<file path="config.mk">
export PLATFORM = sky130hd
export DESIGN_NAME = quad_event_counter
export DESIGN_NICKNAME = d
export VERILOG_FILES = /design/src/rtl/qec_pkg.sv /design/src/rtl/qec_prescale.sv /design/src/rtl/qec_filter.sv /design/src/rtl/qec_cond.sv /design/src/rtl/qec_count.sv /design/src/rtl/quad_event_counter.sv
export SDC_FILE = /design/constraint.sdc
export NUM_CORES = 1
export LEC_CHECK = 0
export BUFFER_PORTS_ARGS = -buffer_cell sky130_fd_sc_hd__buf_2
export CAP_MARGIN = 25
export CORE_AREA = 2 2 82 84
export DETAILED_ROUTE_END_ITERATION = 16
export DIE_AREA = 0 0 84 86
export HOLD_SLACK_MARGIN = 0.06
export PLACE_DENSITY = 0.81
export RECOVER_POWER = 25
export SLEW_MARGIN = 0
export SYNTH_ARGS = -nofsm -noshare
export SYNTH_HDL_FRONTEND = slang
export SYNTH_SLANG_ARGS = --single-unit
</file>
<file path="constraint.sdc">
create_clock -name clk -period 5.7 [get_ports clk]
set_input_delay 0.855 -clock clk [delete_from_list [all_inputs] [get_ports clk]]
set_output_delay 0.855 -clock clk [all_outputs]
set_load 0.03 [all_outputs]
</file>
<file path="src/rtl/qec_pkg.sv">
package qec_pkg;
    localparam int NUM_IN   = 3;
    localparam int IN_A     = 0;
    localparam int IN_B     = 1;
    localparam int IN_T     = 2;
    localparam int NUM_COND = 11;

    typedef enum logic [1:0] {FS_STABLE, FS_PEND1, FS_PEND2} flt_state_e;
    typedef enum logic [1:0] {ACT_HOLD, ACT_LOAD, ACT_UP, ACT_DOWN} cnt_act_e;

    typedef struct packed {
        logic lvl;
        logic prev;
    } sig_info_t;
endpackage

</file>
<file path="src/rtl/qec_prescale.sv">
module qec_prescale #(
    parameter int STAGES   = 4,
    parameter int STEP_LOG = 2
) (
    input  logic              clk,
    input  logic              rst_n,
    output logic [STAGES-1:0] ticks
);
    localparam int PW = STEP_LOG * (STAGES - 1);

    logic [PW-1:0] div_q;

    always_ff @(posedge clk or negedge rst_n) begin
        if (!rst_n) div_q <= '0;
        else        div_q <= div_q + 1'b1;
    end

    generate
        for (genvar k = 0; k < STAGES; k++) begin : g_tick
            if (k == 0) begin : g_full
                assign ticks[k] = 1'b1;
            end else begin : g_div
                assign ticks[k] = (div_q[STEP_LOG*k-1:0] == '0);
            end
        end
    endgenerate
endmodule

</file>
<file path="src/rtl/qec_filter.sv">
module qec_filter
    import qec_pkg::*;
(
    input  logic      clk,
    input  logic      rst_n,
    input  logic      din,
    input  logic      tick,
    input  logic      flt_on,
    output sig_info_t info
);
    logic       s1_q, s2_q, acc_q, acc_d, prev_q, lvl;
    flt_state_e st_q, st_d;

    always_ff @(posedge clk or negedge rst_n) begin
        if (!rst_n) begin
            s1_q <= 1'b0;
            s2_q <= 1'b0;
        end else begin
            s1_q <= din;
            s2_q <= s1_q;
        end
    end

    always_ff @(posedge clk or negedge rst_n) begin
        if (!rst_n) begin
            st_q  <= FS_STABLE;
            acc_q <= 1'b0;
        end else begin
            st_q  <= st_d;
            acc_q <= acc_d;
        end
    end

    always_comb begin
        st_d  = st_q;
        acc_d = acc_q;
        if (tick) begin
            if (s2_q == acc_q) begin
                st_d = FS_STABLE;
            end else begin
                unique case (st_q)
                    FS_STABLE: st_d = FS_PEND1;
                    FS_PEND1:  st_d = FS_PEND2;
                    FS_PEND2: begin
                        st_d  = FS_STABLE;
                        acc_d = s2_q;
                    end
                    default:   st_d = FS_STABLE;
                endcase
            end
        end
    end

    assign lvl = flt_on ? acc_q : s2_q;

    always_ff @(posedge clk or negedge rst_n) begin
        if (!rst_n) prev_q <= 1'b0;
        else        prev_q <= lvl;
    end

    assign info.lvl  = lvl;
    assign info.prev = prev_q;

    // the accepted level only changes out of the last pending state
    assert_accept_after_three_R10: assert property (@(posedge clk) disable iff (!rst_n)
        !$stable(acc_q) |-> ($past(st_q) == FS_PEND2));
endmodule

</file>
<file path="src/rtl/qec_cond.sv">
module qec_cond
    import qec_pkg::*;
(
    input  sig_info_t             a,
    input  sig_info_t             b,
    input  sig_info_t             t,
    input  logic                  evt,
    input  logic [NUM_COND-1:0]   inc_en,
    input  logic [NUM_COND-1:0]   dec_en,
    output logic                  inc_stb,
    output logic                  dec_stb
);
    logic                a_r, a_f, b_r, b_f, t_r, t_f;
    logic [NUM_COND-1:0] hit;

    always_comb begin
        a_r = a.lvl & ~a.prev;
        a_f = ~a.lvl & a.prev;
        b_r = b.lvl & ~b.prev;
        b_f = ~b.lvl & b.prev;
        t_r = t.lvl & ~t.prev;
        t_f = ~t.lvl & t.prev;
        hit[0]  = b_r & ~a.lvl;
        hit[1]  = b_r &  a.lvl;
        hit[2]  = b_f & ~a.lvl;
        hit[3]  = b_f &  a.lvl;
        hit[4]  = a_r & ~b.lvl;
        hit[5]  = a_r &  b.lvl;
        hit[6]  = a_f & ~b.lvl;
        hit[7]  = a_f &  b.lvl;
        hit[8]  = t_r;
        hit[9]  = t_f;
        hit[10] = evt;
        inc_stb = |(hit & inc_en);
        dec_stb = |(hit & dec_en);
    end
endmodule

</file>
<file path="src/rtl/qec_count.sv">
module qec_count
    import qec_pkg::*;
#(
    parameter int W = 16
) (
    input  logic         clk,
    input  logic         rst_n,
    input  logic         inc_stb,
    input  logic         dec_stb,
    input  logic         load_en,
    input  logic [W-1:0] load_val,
    input  logic [W-1:0] period,
    output logic [W-1:0] count,
    output logic         ovf_pulse,
    output logic         unf_pulse
);
    cnt_act_e     act;
    logic [W-1:0] cnt_q, cnt_d;
    logic         ovf_q, unf_q, ovf_d, unf_d;

    always_comb begin
        if (load_en)                 act = ACT_LOAD;
        else if (inc_stb && !dec_stb) act = ACT_UP;
        else if (dec_stb && !inc_stb) act = ACT_DOWN;
        else                         act = ACT_HOLD;
    end

    always_comb begin
        cnt_d = cnt_q;
        ovf_d = 1'b0;
        unf_d = 1'b0;
        unique case (act)
            ACT_LOAD: cnt_d = load_val;
            ACT_UP: begin
                if (cnt_q >= period) begin
                    cnt_d = '0;
                    ovf_d = 1'b1;
                end else begin
                    cnt_d = cnt_q + 1'b1;
                end
            end
            ACT_DOWN: begin
                if (cnt_q == '0) begin
                    cnt_d = period;
                    unf_d = 1'b1;
                end else begin
                    cnt_d = cnt_q - 1'b1;
                end
            end
            default: cnt_d = cnt_q;
        endcase
    end

    always_ff @(posedge clk or negedge rst_n) begin
        if (!rst_n) begin
            cnt_q <= '0;
            ovf_q <= 1'b0;
            unf_q <= 1'b0;
        end else begin
            cnt_q <= cnt_d;
            ovf_q <= ovf_d;
            unf_q <= unf_d;
        end
    end

    assign count     = cnt_q;
    assign ovf_pulse = ovf_q;
    assign unf_pulse = unf_q;

    assert_load_wins_R7: assert property (@(posedge clk) disable iff (!rst_n)
        load_en |=> (cnt_q == $past(load_val)));
    assert_cancel_holds_R6: assert property (@(posedge clk) disable iff (!rst_n)
        (inc_stb && dec_stb && !load_en) |=> $stable(cnt_q));
    assert_wrap_up_R8: assert property (@(posedge clk) disable iff (!rst_n)
        (inc_stb && !dec_stb && !load_en && cnt_q >= period) |=> (cnt_q == '0 && ovf_q));
    assert_wrap_down_R9: assert property (@(posedge clk) disable iff (!rst_n)
        (dec_stb && !inc_stb && !load_en && cnt_q == '0) |=> (cnt_q == $past(period) && unf_q));
endmodule

</file>
<file path="src/rtl/quad_event_counter.sv">
module quad_event_counter
    import qec_pkg::*;
#(
    parameter int CNT_W      = 16,
    parameter int FLT_STAGES = 4,
    parameter int FLT_STEP   = 2
) (
    input  logic                   clk,
    input  logic                   rst_n,
    input  logic                   phase_a,
    input  logic                   phase_b,
    input  logic                   trig_in,
    input  logic                   ext_evt,
    input  logic [10:0]            inc_en,
    input  logic [10:0]            dec_en,
    input  logic [2:0]             flt_en,
    input  logic [5:0]             flt_div,
    input  logic [CNT_W-1:0]       period,
    input  logic                   load_en,
    input  logic [CNT_W-1:0]       load_val,
    output logic [CNT_W-1:0]       count,
    output logic                   ovf_pulse,
    output logic                   unf_pulse
);
    localparam int DIV_W = $clog2(FLT_STAGES);

    logic [FLT_STAGES-1:0] ticks;
    logic [NUM_IN-1:0]     din_vec;
    sig_info_t             info [NUM_IN];
    logic                  inc_stb, dec_stb;

    assign din_vec = {trig_in, phase_b, phase_a};

    qec_prescale #(.STAGES(FLT_STAGES), .STEP_LOG(FLT_STEP)) u_pre (
        .clk   (clk),
        .rst_n (rst_n),
        .ticks (ticks)
    );

    generate
        for (genvar i = 0; i < NUM_IN; i++) begin : g_flt
            qec_filter u_flt (
                .clk    (clk),
                .rst_n  (rst_n),
                .din    (din_vec[i]),
                .tick   (ticks[flt_div[DIV_W*i +: DIV_W]]),
                .flt_on (flt_en[i]),
                .info   (info[i])
            );
        end
    endgenerate

    qec_cond u_cond (
        .a       (info[IN_A]),
        .b       (info[IN_B]),
        .t       (info[IN_T]),
        .evt     (ext_evt),
        .inc_en  (inc_en),
        .dec_en  (dec_en),
        .inc_stb (inc_stb),
        .dec_stb (dec_stb)
    );

    qec_count #(.W(CNT_W)) u_cnt (
        .clk       (clk),
        .rst_n     (rst_n),
        .inc_stb   (inc_stb),
        .dec_stb   (dec_stb),
        .load_en   (load_en),
        .load_val  (load_val),
        .period    (period),
        .count     (count),
        .ovf_pulse (ovf_pulse),
        .unf_pulse (unf_pulse)
    );

    // an enabled event with nothing opposing it must reach the counter as an up strobe
    assert_event_up_R5: assert property (@(posedge clk) disable iff (!rst_n)
        (ext_evt && inc_en[10] && dec_en == '0) |-> inc_stb);
endmodule

</file>
# --- Yosys cells after proc, flatten, opt, wreduce, memory -nomap -nowiden ---
# Cells that the tools add are included.
totals:
  out_inout_bits: 18
  regBits: 42
  input_bits: 70
classes:
  n_reduce_logical: 17
  magnitude_cmp: 4
  addsub: 3
  mux: 25
  n_eq_ne: 12
  bitwise_logic: 25
ops:
  columns: ["cell", "n"]
  rows:
  - ["case mux 16 bit (3 select lines)", 1]
  - ["2-to-1 mux 16 bit", 2]
  - ["AND 11 bit", 2]
  - ["OR reduction 11 bit", 2]
  - ["adder 16 x 1 -> 16 bit, second input constant", 1]
  - [">= comparator 16 bit", 1]
  - ["logical NOT 16 bit", 1]
  - ["subtractor 16 x 1 -> 16 bit, second input constant", 1]
  - ["AND 1 bit", 14]
  - ["2-to-1 mux 2 bit", 6]
  - ["case mux 2 bit (2 select lines)", 3]
  - ["== test 2 bit, second input constant", 5]
  - ["2-to-1 mux 1 bit", 10]
  - ["less-than comparator 2 x 3 -> 1 bit, second input constant", 3]
  - ["inverter 1 bit", 9]
  - ["AND reduction 3 bit", 3]
  - ["== test 2 x 1 -> 1 bit, second input constant", 4]
  - ["logical NOT 2 bit", 4]
  - ["adder 6 x 1 -> 6 bit, second input constant", 1]
  - ["binary-select mux 1 bit (select 2 bit)", 3]
  - ["logical NOT 6 bit", 1]
  - ["logical NOT 4 bit", 1]
  - ["== test 1 bit", 3]
  - ["nonzero test 3 bit", 1]
  - ["2 further kinds", 4]

# --- Longest topological paths before layout ---
logic_depth:
  depth_word: 13
  mapped_depth: 14

# --- Hierarchy ---
# A second synthesis with hierarchy kept.
unflattened:
  cells_unflattened: 391
  area_unflattened_um2: 3564.7
modules_own_cells:
  columns: ["mod", "cells_per_inst", "instances", "area_each_um2", "seq_area_each_um2"]
  rows:
  - ["qec_count", 285, 1, 2274.7, 450.4]
  - ["qec_filter", 18, 3, 240.2, 150.1]
  - ["qec_prescale", 22, 1, 270.3, 150.1]
  - ["qec_cond", 27, 1, 231.5, 0.0]
  - ["quad_event_counter", 3, 1, 67.6, 0.0]

# --- Least setup slack after synthesis ---
# No wires, ideal clock.
synth_path:
  path_kind: "input -> register"
  start: "input port flt_en[0]"
  end: "register u_cnt.cnt_q[5], in the netlist u_cnt.count[5]"
  t_arrival_ps: 3646
  cell_stages: 14
  path_buffers: 3
  setup_slack_ps: 1982
  path_cell_list: "mux2_2 clkbuf_1 o221ai_1 o21ai_1 o2111ai_1 nor2_1 ha_1 or2_2 clkbuf_1 a311oi_2 nand3_2 clkbuf_1 o311a_1 nor2_1"
synth_between:
  elab_chain_len: 13
  elab_cells_between_ends: 28
synth_rtl:
  columns: ["element", "line", "text"]
  rows:
  - ["start, declared", "quad_event_counter.sv:16", "input logic [2:0] flt_en,"]
  - ["2-to-1 mux 1 bit *", "qec_filter.sv:54", "assign lvl = flt_on ? acc_q : s2_q;"]
  - ["named net g_flt[0].u_flt.lvl", "qec_filter.sv:11", "logic s1_q, s2_q, acc_q, acc_d, prev_q, lvl;"]
  - ["inverter 1 bit", "qec_cond.sv:18, qec_cond.sv:23, qec_cond.sv:25", null]
  - ["AND 1 bit", "qec_cond.sv:18", "a_f = ~a.lvl & a.prev;"]
  - ["AND 1 bit, on equally long branches", "qec_cond.sv:29, qec_cond.sv:30", null]
  - ["AND 11 bit", "qec_cond.sv:34", "inc_stb = |(hit & inc_en);"]
  - ["OR reduction 11 bit", "qec_cond.sv:34", null]
  - ["logical NOT 1 bit", "qec_count.sv:24", "else if (dec_stb && !inc_stb) act = ACT_DOWN;"]
  - ["logical AND 1 bit", "qec_count.sv:24", null]
  - ["2-to-1 mux 2 bit", "qec_count.sv:24", null]
  - ["2-to-1 mux 2 bit *", "qec_count.sv:23", "else if (inc_stb && !dec_stb) act = ACT_UP;"]
  - ["2-to-1 mux 2 bit *", "qec_count.sv:22", "if (load_en) act = ACT_LOAD;"]
  - ["== test 2 bit or == test 2 x 1 -> 1 bit (tied branches)", "qec_count.sv:32", "unique case (act)"]
  - ["case mux 16 bit (3 select lines) or nonzero test 3 bit (tied branches)", null, null]
  - ["end signal, assigned", "qec_count.sv:60", "cnt_q <= cnt_d;"]
  - ["end, declared", "qec_count.sv:18", "logic [W-1:0] cnt_q, cnt_d;"]
# Mark *: on every way through the listed nets, which the timed path passes. The rest lies on a longest branch.
# A chain may end at the register's enable or synchronous reset.

# --- Worst setup path in the final report ---
layout_path:
  start: "input port flt_en[1]"
  end: "register u_cnt.cnt_q[11], in the netlist u_cnt.count[11]"
layout_between:
  elab_chain_len: 13
  elab_cells_between_ends: 28
layout_rtl:
  columns: ["element", "line", "text"]
  rows:
  - ["2-to-1 mux 1 bit *", "qec_filter.sv:54", null]
  - ["inverter 1 bit", "qec_cond.sv:20, qec_cond.sv:27, qec_cond.sv:29", null]
  - ["AND 1 bit", "qec_cond.sv:20", "b_f = ~b.lvl & b.prev;"]
  - ["AND 1 bit, on equally long branches", "qec_cond.sv:25, qec_cond.sv:26", null]
  - ["AND 11 bit", "qec_cond.sv:34", null]
  - ["OR reduction 11 bit", "qec_cond.sv:34", null]
  - ["logical NOT 1 bit", "qec_count.sv:24", null]
  - ["logical AND 1 bit", "qec_count.sv:24", null]
  - ["2-to-1 mux 2 bit", "qec_count.sv:24", null]
  - ["2-to-1 mux 2 bit *", "qec_count.sv:23", null]
  - ["2-to-1 mux 2 bit *", "qec_count.sv:22", null]
  - ["== test 2 bit or == test 2 x 1 -> 1 bit (tied branches)", "qec_count.sv:32", null]
  - ["case mux 16 bit (3 select lines) or nonzero test 3 bit (tied branches)", null, null]
# Mark *: on every way between the ends. The rest lies on a longest branch, timed or not.

==> run metrics <==
RSZ-0062 raised after global routing no; Worst R2R Setup Slack 2.05 ns; number of synthesized register bits 42; Post-CTS Hold Buffers 0; Vias/cell between 6 and 7; vias in the first global route 3334; TritonCTS Buffers 5; failing checks capacitance limit, slew limit; largest net degree at the start of global routing 43; Slew headroom -0.458; CTS Buffer Depth 2; die width approximately 84 um; minimum clock period 3.89 ns; MaxCap Viol Count 1; cell family with most CP delay compound AO/OA/AOI/OAI gates; layout cells sized above 1 0.231; CTS root buf clkbuf_8; Worst Path Max Fanout 17; worst path arrival time between 4 and 5 ns; fin nets 566; synth unique cells 67; Critical Path, Cell by Cell buf_2, mux2i_1, and2_1, a22oi_1, a21oi_1, nor2_1, ha_1, or2_2, a311oi_2, nand3_2, o41ai_1, a22o_1; placed wire-length estimate 6850 um; fin crit share 0.683; row count 29; H-Tree Depth 2; Core Util, Final 0.614; crit path capture u_cnt.count[11]; Antenna diodes 0; Post-Synthesis Cells just over 400; Leakage 1.80 nW; Max Fclk 257 MHz; final antenna-violating net count 0; syn_nets 494; endpoint class of the critical path flop; gp weighted congestion ~0.86; Initial Util 0.542; drt initial violations 197; Cell Count, Final, Fillers Out 553; Pwr Density 455 mW/mm^2; Layout Skew approximately 0.017 ns; Worst Path Required 5.97 ns; GRT Util Overall 0.268; number of synthesized flops with an enable pin 0; Die Ht 86 um; I/O Buffers 87; Least-Margin Pin Slew 2.19 ns; final setup vio count 0; max incr delay on CP 0.50 ns; synthesized area 0.00340 mm^2; vias 3379; post-CTS sizing 0; Crit-path slowest cell o41ai_1; core area 0.00628 mm^2; grt ovf 0; critical path class in -> reg; sequential area share after synthesis 0.309; P&R area growth vs syn 13.3%; worst vdd ir 0.242 mV; drt total wl 9310 um; Cells after DPL 544; WP depth 12; clock sinks 42; CTS tree yes; Synth Flop Type dfrtp_1; worst reg2reg path endpoint u_cnt.count[11]; die area 0.00722 mm^2; synthesized area per cell 8.44 um^2; crit path from flt_en[1]; worst min path class in -> async; R2R depth 11; critical path buffer and inverter count 1; first-pass GRT wire length 15700 um; I/O pin count 88; Slew Limit Fails 40; setup TNS 0 ns; latest clock arrival within the worst-skew pair 0.32 ns; Final Hold Violating Endpoints 0; initial antenna violation count 0; drt first pass iters 4; DR WL/cell 16.8 um; Post CTS Setup Buffer Count 0; status finished with violations; critical path startpoint category input port; total power draw 1.76 mW; Async S/R FF share, synth 1.00; DR DRC count 0; Syn. warnings 0; Worst-path clk slew around 0.1 ns; R2R Path Start g_flt[1].u_flt.acc_q
## where the power goes
group	switching (mW)	leakage, nW	internal, mW
clock	0.127	0.0447	0.0887
sequential	0.221	0.511	0.390
combinational	0.562	1.24	0.366
total	0.910	1.80	0.845
## Yosys cell counts, types with 3 or more instances
master / instances / area share
a21oi_1: 21 / 0.031
a22o_1: 6 / 0.015
a22oi_1: 4 / 0.0088
and2_1: 3 / 0.0055
and3_1: 7 / 0.013
buf_2: 3 / 0.0044
buf_6: 5 / 0.017
clkbuf_1: 10 / 0.011
dfrtp_1: 42 / 0.31
ha_1: 21 / 0.077
inv_1: 30 / 0.033
mux2_1: 4 / 0.013
mux2i_1: 4 / 0.012
nand2_1: 48 / 0.053
nand3_1: 11 / 0.016
nand4_1: 11 / 0.020
nor2_1: 36 / 0.040
nor3_1: 9 / 0.013
nor3b_1: 3 / 0.0066
nor4_1: 4 / 0.0074
o211ai_1: 8 / 0.018
o21ai_0: 14 / 0.021
o21ai_1: 13 / 0.019
o221ai_1: 4 / 0.010
o22ai_1: 5 / 0.0092
o311a_1: 5 / 0.015
o311ai_1: 3 / 0.0077
xnor2_1: 10 / 0.026
xor2_1: 7 / 0.018
## logic make-up after synthesis
| family | share of synthesized area |
|---|---|
| simple gates | 0.243 |
| compound gates | 0.213 |
| buf+inv | 0.0860 |
| flops | 0.309 |
| fa+ha+maj | 0.0772 |
| xor+xnor | 0.0437 |
| mux | 0.0283 |
## worst register-to-register path, stage by stage, from the launching register on
cell and delay, ns:
dfrtp_1 0.41, mux2i_1 0.43, and2_1 0.26, a22oi_1 0.11, a21oi_1 0.15, nor2_1 0.06
ha_1 0.32, or2_2 0.46, a311oi_2 0.34, nand3_2 0.36, o41ai_1 0.50, a22o_1 0.19
## placed cells by master, fill, tap and decap left out, drive strengths merged, types with 4 or more instances in the layout
cell	instances
buf	86
o21ai	27
nor3	10
clkbuf	7
ha	21
o211ai	8
nor4	8
nand3	12
o22ai	5
xnor2	10
xor2	7
inv	31
mux2	5
nor2	36
a22oi	4
and3	7
a21oi	21
o221ai	4
nand4	11
o311a	5
a22o	6
nand2	48
mux2i	4
or4	4
dfrtp	42
## routing by layer
layer	up-vias	GRT usage	wire length (um)
li1	1618	-	-
met1	1591	0.342	3890
met2	145	0.449	4450
met3	25	0.0481	709
met4	0	0.111	257
met5	-	0	0
## registers in the layout (all words and copies together) (netlist names)
name,cells
g_flt.u_flt.st_q,6
g_flt.u_flt.prev_q,3
u_pre.div_q,6
u_cnt.unf_pulse,1
g_flt.u_flt.s2_q,3
g_flt.u_flt.s1_q,3
g_flt.u_flt.acc_q,3
u_cnt.ovf_pulse,1
u_cnt.count,16
## stage by stage
| stage | instance area, um^2 | hold slack, ns | worst slack (ns) |
|---|---|---|---|
| final | 3860 | 0.341 | 1.81 |
| after global routing | 3860 | 0.356 | 1.60 |
| after CTS | 3850 | 0.359 | 1.85 |
| after detailed placement | 3760 | 0.336 | 1.55 |
| after global placement | 3760 | 0.333 | 1.66 |
| after floorplan | 3400 | 0.331 | 1.98 |
## layout make-up
type	count	area, um^2
Clock buffer	5	68.8
Clock inverter	3	25.0
Fill cell	575	2420
Inverter	30	113
Multi-Input combinational cell	308	2060
Sequential cell	42	1050
Tap cell	77	96.3
Timing Repair Buffer	88	438
## worst min-delay path by stage
stage / slack (ns) / startpoint / end / depth (start not counted)
final: 0.34 / rst_n / g_flt[0].u_flt.prev_q / 1
after global routing: 0.36 / rst_n / g_flt[0].u_flt.prev_q / 1
after CTS: 0.36 / g_flt[1].u_flt.s1_q / g_flt[1].u_flt.s2_q / 0
after detailed placement: 0.34 / g_flt[1].u_flt.s1_q / g_flt[1].u_flt.s2_q / 0
after global placement: 0.33 / g_flt[2].u_flt.s1_q / g_flt[2].u_flt.s2_q / 0
after floorplan: 0.33 / g_flt[0].u_flt.s1_q / g_flt[0].u_flt.s2_q / 0
No activity file was read; power rests on OpenSTA's default activity.
